--- config.mk ---
export PLATFORM = sky130hd
export DESIGN_NAME = csi_frame_fsm
export DESIGN_NICKNAME = d
export VERILOG_FILES = /design/src/rtl/csi_seq_pkg.sv /design/src/rtl/csi_frame_fsm.sv
export SDC_FILE = /design/constraint.sdc
export NUM_CORES = 1
export LEC_CHECK = 0
export BUFFER_PORTS_ARGS = -buffer_cell sky130_fd_sc_hd__buf_4
export CAP_MARGIN = 0
export CORE_AREA = 2 2 39 41
export DETAILED_ROUTE_END_ITERATION = 8
export DIE_AREA = 0 0 41 43
export HOLD_SLACK_MARGIN = 0.02
export PLACE_DENSITY = 0.48
export SETUP_SLACK_MARGIN = 0.2
export SKIP_LAST_GASP = 1
export SYNTH_ARGS = -nofsm -noshare
export SYNTH_HDL_FRONTEND = slang
export SYNTH_SLANG_ARGS = --single-unit
--- constraint.sdc ---
create_clock -name clk -period 1.2 [get_ports clk]
set_clock_uncertainty 0.15 [all_clocks]
set_input_delay 0.12 -clock clk [delete_from_list [all_inputs] [get_ports clk]]
set_output_delay 0.12 -clock clk [all_outputs]
set_load 0.005 [all_outputs]
--- src/rtl/csi_seq_pkg.sv ---
package csi_seq_pkg;

  localparam int DT_W = 6;

  typedef enum logic [2:0] {
    K_FSTART,
    K_FEND,
    K_LSTART,
    K_LEND,
    K_GENERIC,
    K_LINE,
    K_OTHER
  } pkt_kind_e;

  localparam logic [2:0] ERR_ORPHAN  = 3'b001;
  localparam logic [2:0] ERR_NESTED  = 3'b010;
  localparam logic [2:0] ERR_PAIRING = 3'b100;

  function automatic pkt_kind_e classify(input logic [DT_W-1:0] dt, input logic is_long);
    if (is_long) return K_LINE;
    case (dt)
      6'h00:   return K_FSTART;
      6'h01:   return K_FEND;
      6'h02:   return K_LSTART;
      6'h03:   return K_LEND;
      default: return (dt[5:3] == 3'b001) ? K_GENERIC : K_OTHER;
    endcase
  endfunction

endpackage

--- src/rtl/csi_frame_fsm.sv ---
module csi_frame_fsm
  import csi_seq_pkg::*;
(
  input  logic      clk,
  input  logic      rst_n,
  input  logic      take,
  input  pkt_kind_e kind,
  output logic      in_frame,
  output logic      cnt_clr,
  output logic      cnt_inc,
  output logic      cnt_latch,
  output logic      done_p,
  output logic      gen_p,
  output logic [2:0] err_p
);
  logic ls_open;

  always_comb begin
    cnt_clr   = take && (kind == K_FSTART);
    cnt_inc   = take && (kind == K_LINE) && in_frame;
    cnt_latch = take && (kind == K_FEND) && in_frame;
  end

  always_ff @(posedge clk or negedge rst_n) begin
    if (!rst_n) begin
      in_frame <= 1'b0;
      ls_open  <= 1'b0;
      done_p   <= 1'b0;
      gen_p    <= 1'b0;
      err_p    <= '0;
    end else begin
      done_p <= 1'b0;
      gen_p  <= 1'b0;
      err_p  <= '0;
      if (take) begin
        case (kind)
          K_FSTART: begin
            if (in_frame) err_p <= ERR_NESTED;
            in_frame <= 1'b1;
            ls_open  <= 1'b0;
          end
          K_FEND: begin
            if (in_frame) begin
              done_p   <= 1'b1;
              in_frame <= 1'b0;
              ls_open  <= 1'b0;
              if (ls_open) err_p <= ERR_PAIRING;
            end else begin
              err_p <= ERR_ORPHAN;
            end
          end
          K_LINE: begin
            if (!in_frame) err_p <= ERR_ORPHAN;
          end
          K_LSTART: begin
            if (in_frame) begin
              if (ls_open) err_p <= ERR_PAIRING;
              ls_open <= 1'b1;
            end
          end
          K_LEND: begin
            if (in_frame) begin
              if (!ls_open) err_p <= ERR_PAIRING;
              ls_open <= 1'b0;
            end
          end
          K_GENERIC: begin
            if (in_frame) gen_p <= 1'b1;
          end
          default: ;
        endcase
      end
    end
  end
endmodule

# [Word level (Yosys, flattened, before mapping)]
# Index checks and enable logic that the tools add are counted.
[totals] reg_bits=7 latchBits=0 ram_bits=0 rom_bits=0 out_inout_bits=9 wordCells=41 memories=0
[classes] n_addsub=0 multipliers=0 div=0 n_lt_le_gt_ge=0 eq_ne=7 n_shift=0 n_mux=18 bitwise=0 reduce_logical=11
[op_table] operator="3-bit 2-to-1 mux" count=6
[op_table] operator="3-bit case mux with 5 select lines" count=1
[op_table] operator="1-bit 2-to-1 mux" count=8
[op_table] operator="3-bit by 2-bit == test with 1-bit output (second input constant)" count=2
[op_table] operator="3-bit == test (second input constant)" count=2
[op_table] operator="1-bit logical AND" count=5
[op_table] operator="4-bit AND reduction" count=1
[op_table] operator="3-bit by 1-bit == test with 1-bit output (second input constant)" count=1
[op_table] operator="3-bit logical NOT" count=1
[op_table] operator="1-bit case mux with 3 select lines" count=1
[op_table] operator="3-bit nonzero test" count=1
[op_table] operator="2-bit 2-to-1 mux" count=1
[op_table] operator="2-bit by 1-bit inequality test with 1-bit output (second input constant)" count=1
[op_table] operator="2-bit inequality test (second input constant)" count=1
[op_table] operator="1-bit case mux with 2 select lines" count=1
[op_table] operator="2-bit AND reduction" count=1
[op_table] operator="2-bit nonzero test" count=1
[op_table] operator="2-bit OR reduction" count=1

# [Depth between registers and ports, before layout]
[depth] depth_word=4 ltp_mapped=4 mapped_depth_nobuf=3

# [Worst setup path before layout]
# No wires, ideal clock.
[synth_path] path_kind="register to output" start="register in_frame" end="output port cnt_latch" t_arrival_ps=717 required_time_ps=930 slack_ps=213 stages_incl_launch_ff=3 path_buffers=0 path_cell_list="dfrtp_1 > nand3b_1 > nor2_1"
[synth_via] elab_chain_len=1
[synth_lines] item="start: declaration" line_no="csi_frame_fsm.sv:8" source="output logic in_frame,"
[synth_lines] item="start signal: assignment" line_no="csi_frame_fsm.sv:26" source="in_frame <= 1'b0;"
[synth_lines] item="start signal: assignment" line_no="csi_frame_fsm.sv:39" source="in_frame <= 1'b1;"
[synth_lines] item="start signal: assignment" line_no="csi_frame_fsm.sv:45" source="in_frame <= 1'b0;"
[synth_lines] item="1-bit logical AND" line_no="csi_frame_fsm.sv:21" source="cnt_latch = take && (kind == K_FEND) && in_frame;"
[synth_lines] item="end: declaration" line_no="csi_frame_fsm.sv:11" source="output logic cnt_latch,"
# Every way passes these cells.

# [Worst setup path in the final report]
# Ends and elaborated chain as after synthesis.

==> flow_summary.json <==
{
  "status": "finished, violations left",
  "violations": "hold timing, setup timing",
  "synth_top_area_cell": "dfrtp_1",
  "whs_ns": -0.02541,
  "final-setup-viol-count": 3,
  "syn_area_sq_um": 327.8,
  "std_cell_rows": 14,
  "ant_nets": 0,
  "io_buffers": 14,
  "yosysWarnings": 0,
  "synth_edf_count": 0,
  "gp_congestion": 0.8035,
  "fmax_ghz": 0.7657,
  "yosys-top-cells-area": "dfrtp_1 53%, buf_6 6.9%, nor2_1 4.6%, nand2b_4 4.2%, a211oi_2 3.8%",
  "firstDrtPassIters": 4,
  "final_nets": 61,
  "synth_top_area_share_pct": 53.44,
  "hold_viol_final": 3,
  "htree_num_levels": 1,
  "switching_share_pct": 27.79,
  "cpLargestDelayFamily": "flip-flops",
  "comb_power_share_pct": 27.1,
  "cp-end-kind": "primary output",
  "n_fill_cell": 140,
  "crit_required_ns": 0.93,
  "synthDistinctLibCells": 16,
  "first_global_vias": 291,
  "root_buffer": "clkbuf_4",
  "syn_area_per_cell_sq_um": 11.30,
  "antenna_found_initial": 0,
  "cpPeakStageDelay_ns": 0.39,
  "ctsLongestPathBuffers": 2,
  "yosys-top-cells-count": "7 x dfrtp_1, 4 x nor2_1",
  "cp_slowest_cell": "dfrtp_1",
  "crit_buf_inv": 1,
  "ys_seq_elements": 7,
  "ir_drop_uv": 526.0,
  "fin_crit_sh_pct": 108.8,
  "p_leak_nw": 0.2862,
  "area_growth_pct": 83.21,
  "layout.cells.non_filler": 70,
  "diodes": 0,
  "cp_cell_sequence": "nand3b_1, nor2_1, buf_4",
  "cts_sinks": 7,
  "grt_pass1_wl_um": 1283,
  "min_path_type": "in -> reg",
  "vias": 332,
  "finalPower_uw": 672.4,
  "vias_per_cell": 4.743,
  "cts_buffers": 3,
  "p_sw_uw": 186.9,
  "crit_fanout": 4,
  "worstSetupPathType": "reg -> out",
  "core_sq_um": 1384,
  "fin_crit_ns": 1.306,
  "seq_power_share_pct": 40.6,
  "slew_headroom_pct": 87.74,
  "power_frac_clock_pct": 32.3,
  "clock_latency_ns": 0.25,
  "drt_wl_total_um": 960,
  "tritoncts": "built",
  "die-area_sq_um": 1763,
  "clk_pin_slew_ns": 0.06,
  "routedWlPerCell_um": 13.71,
  "start_kind": "flop",
  "drc": 0,
  "tightest_slew_ns": 0.1825,
  "layout_setup_ws_ns": -0.1061,
  "drtIter0Drc": 12,
  "rsz0062_at_grt": "yes",
  "synth-async-reset-ratio_pct": 100.0,
  "io_pins": 15,
  "drv_slew": 0,
  "netlist_instances": 29,
  "initial_utilization_pct": 23.69,
  "dieWidth_um": 41,
  "power_density_nw_per_um2": 1120,
  "maxCapViolCount": 0,
  "die_h_um": 43,
  "placed_cells": 58,
  "syn-num-nets": 35,
  "cts_hold_buf": 2,
  "place_ws_ns": 0.1197,
  "ys.flop_type": "dfrtp_1",
  "post-synth-top-count-cell": "dfrtp_1",
  "hpwl_um": 520.9,
  "drive_above_1_share_pct": 62.96,
  "overflow": 0,
  "yosysSeqAreaShare_pct": 53.44,
  "p_int_uw": 485.5,
  "grt_max_degree": 9,
  "grt_usage_pct": 11.02,
  "arrival_ns": 1.04
}
[state kept, by name, indices dropped and copies added, names as in the netlist]
signal and count:
in_frame 1, err_p 3, done_p 1, ls_open 1, gen_p 1
[worst paths after layout]
check	startpoint	to	slack [ns]	cells past startpoint
setup / recovery	in_frame	cnt_latch	-0.11	3
hold / removal	kind[1]	err_p[1]	-0.03	2
setup reg to reg	in_frame	err_p[2]	0.02	4
hold reg to reg	ls_open	ls_open	0.43	2
max in group asynchronous	rst_n	done_p	0.70	2
min in group asynchronous	rst_n	gen_p	0.07	2
[cell type report]
| class | instances | area [sq um] | area share, % |
|---|---|---|---|
| clock buffers | 4 | 26.28 | 4.375 |
| repair buffers | 23 | 203.9 | 33.96 |
| flip-flops and latches | 7 | 175.2 | 29.17 |
| multi-input cells | 19 | 171.4 | 28.54 |
| inverters | 1 | 3.754 | 0.6250 |
| well taps | 16 | 20.02 | 3.333 |
[power groups by stage]
stage          clock (mW)  sequential (mW)  combinational (mW)
3_5_place_dp            0            0.278               0.105
2_1_floorplan           0            0.277              0.0610
5_1_grt             0.238            0.277               0.195
6_report            0.217            0.273               0.182
3_3_place_gp            0            0.276               0.103
4_1_cts             0.218            0.272               0.148
[worst reg2reg max path, stage by stage, from the launching register on]
cell and delay (ns):
dfrtp_1 0.39, nand3b_1 0.13, buf_4 0.16, buf_6 0.12, a211oi_2 0.14
[layer usage]
metal | share of wire [%] | global-route usage [%] | wire, um
met5 | 0 | 0 | 0
met4 | 2.4 | 8.000 | 23
met3 | 8.9 | 1.571 | 85
met2 | 51 | 16.56 | 486
met1 | 38 | 13.49 | 364
[what timing repair did]
item	4_1_cts	5_1_grt
setup buffers	3	3
endpoints found under the setup margin	12	16
hold endpoints to repair	11	3
resized for setup	9	9
cloned	0	0
pin swaps	4	1
[cell families after synthesis]
kind of cell	count (synthesis)	share of synthesized area, %
and+or+nand+nor	13	24.81
xor gates and xnor gates	1	2.672
AOI/OAI and AO/OA	5	11.07
DFF	7	53.44
buffers and inverters	3	8.014
[placed cells by master (no fill, tap or decap), types with 2 or more instances in the layout]
cell           Yosys  final
dfrtp_1            7      7
nor2_1             4      3
clkbuf_4           0      3
buf_4              0     14
nand2b_4           1      2
buf_6              2      7
dlygate4sd3_1      0      2
[per-stage QoR]
stage               utilization, %   TNS, ns  area (sq um)  hold WS, ns
floorplan                        -         0         327.8      -0.3256
finish                       43.40   -0.2058         600.6     -0.02541
global placement             31.65         0         437.9      -0.2139
detailed placement           31.65         0         437.9      -0.2138
global route                 43.40   -0.3072         600.6     -0.04003
CTS                          39.33  -0.09108         544.3     -0.05149
No activity file was read; power rests on OpenSTA's default activity.
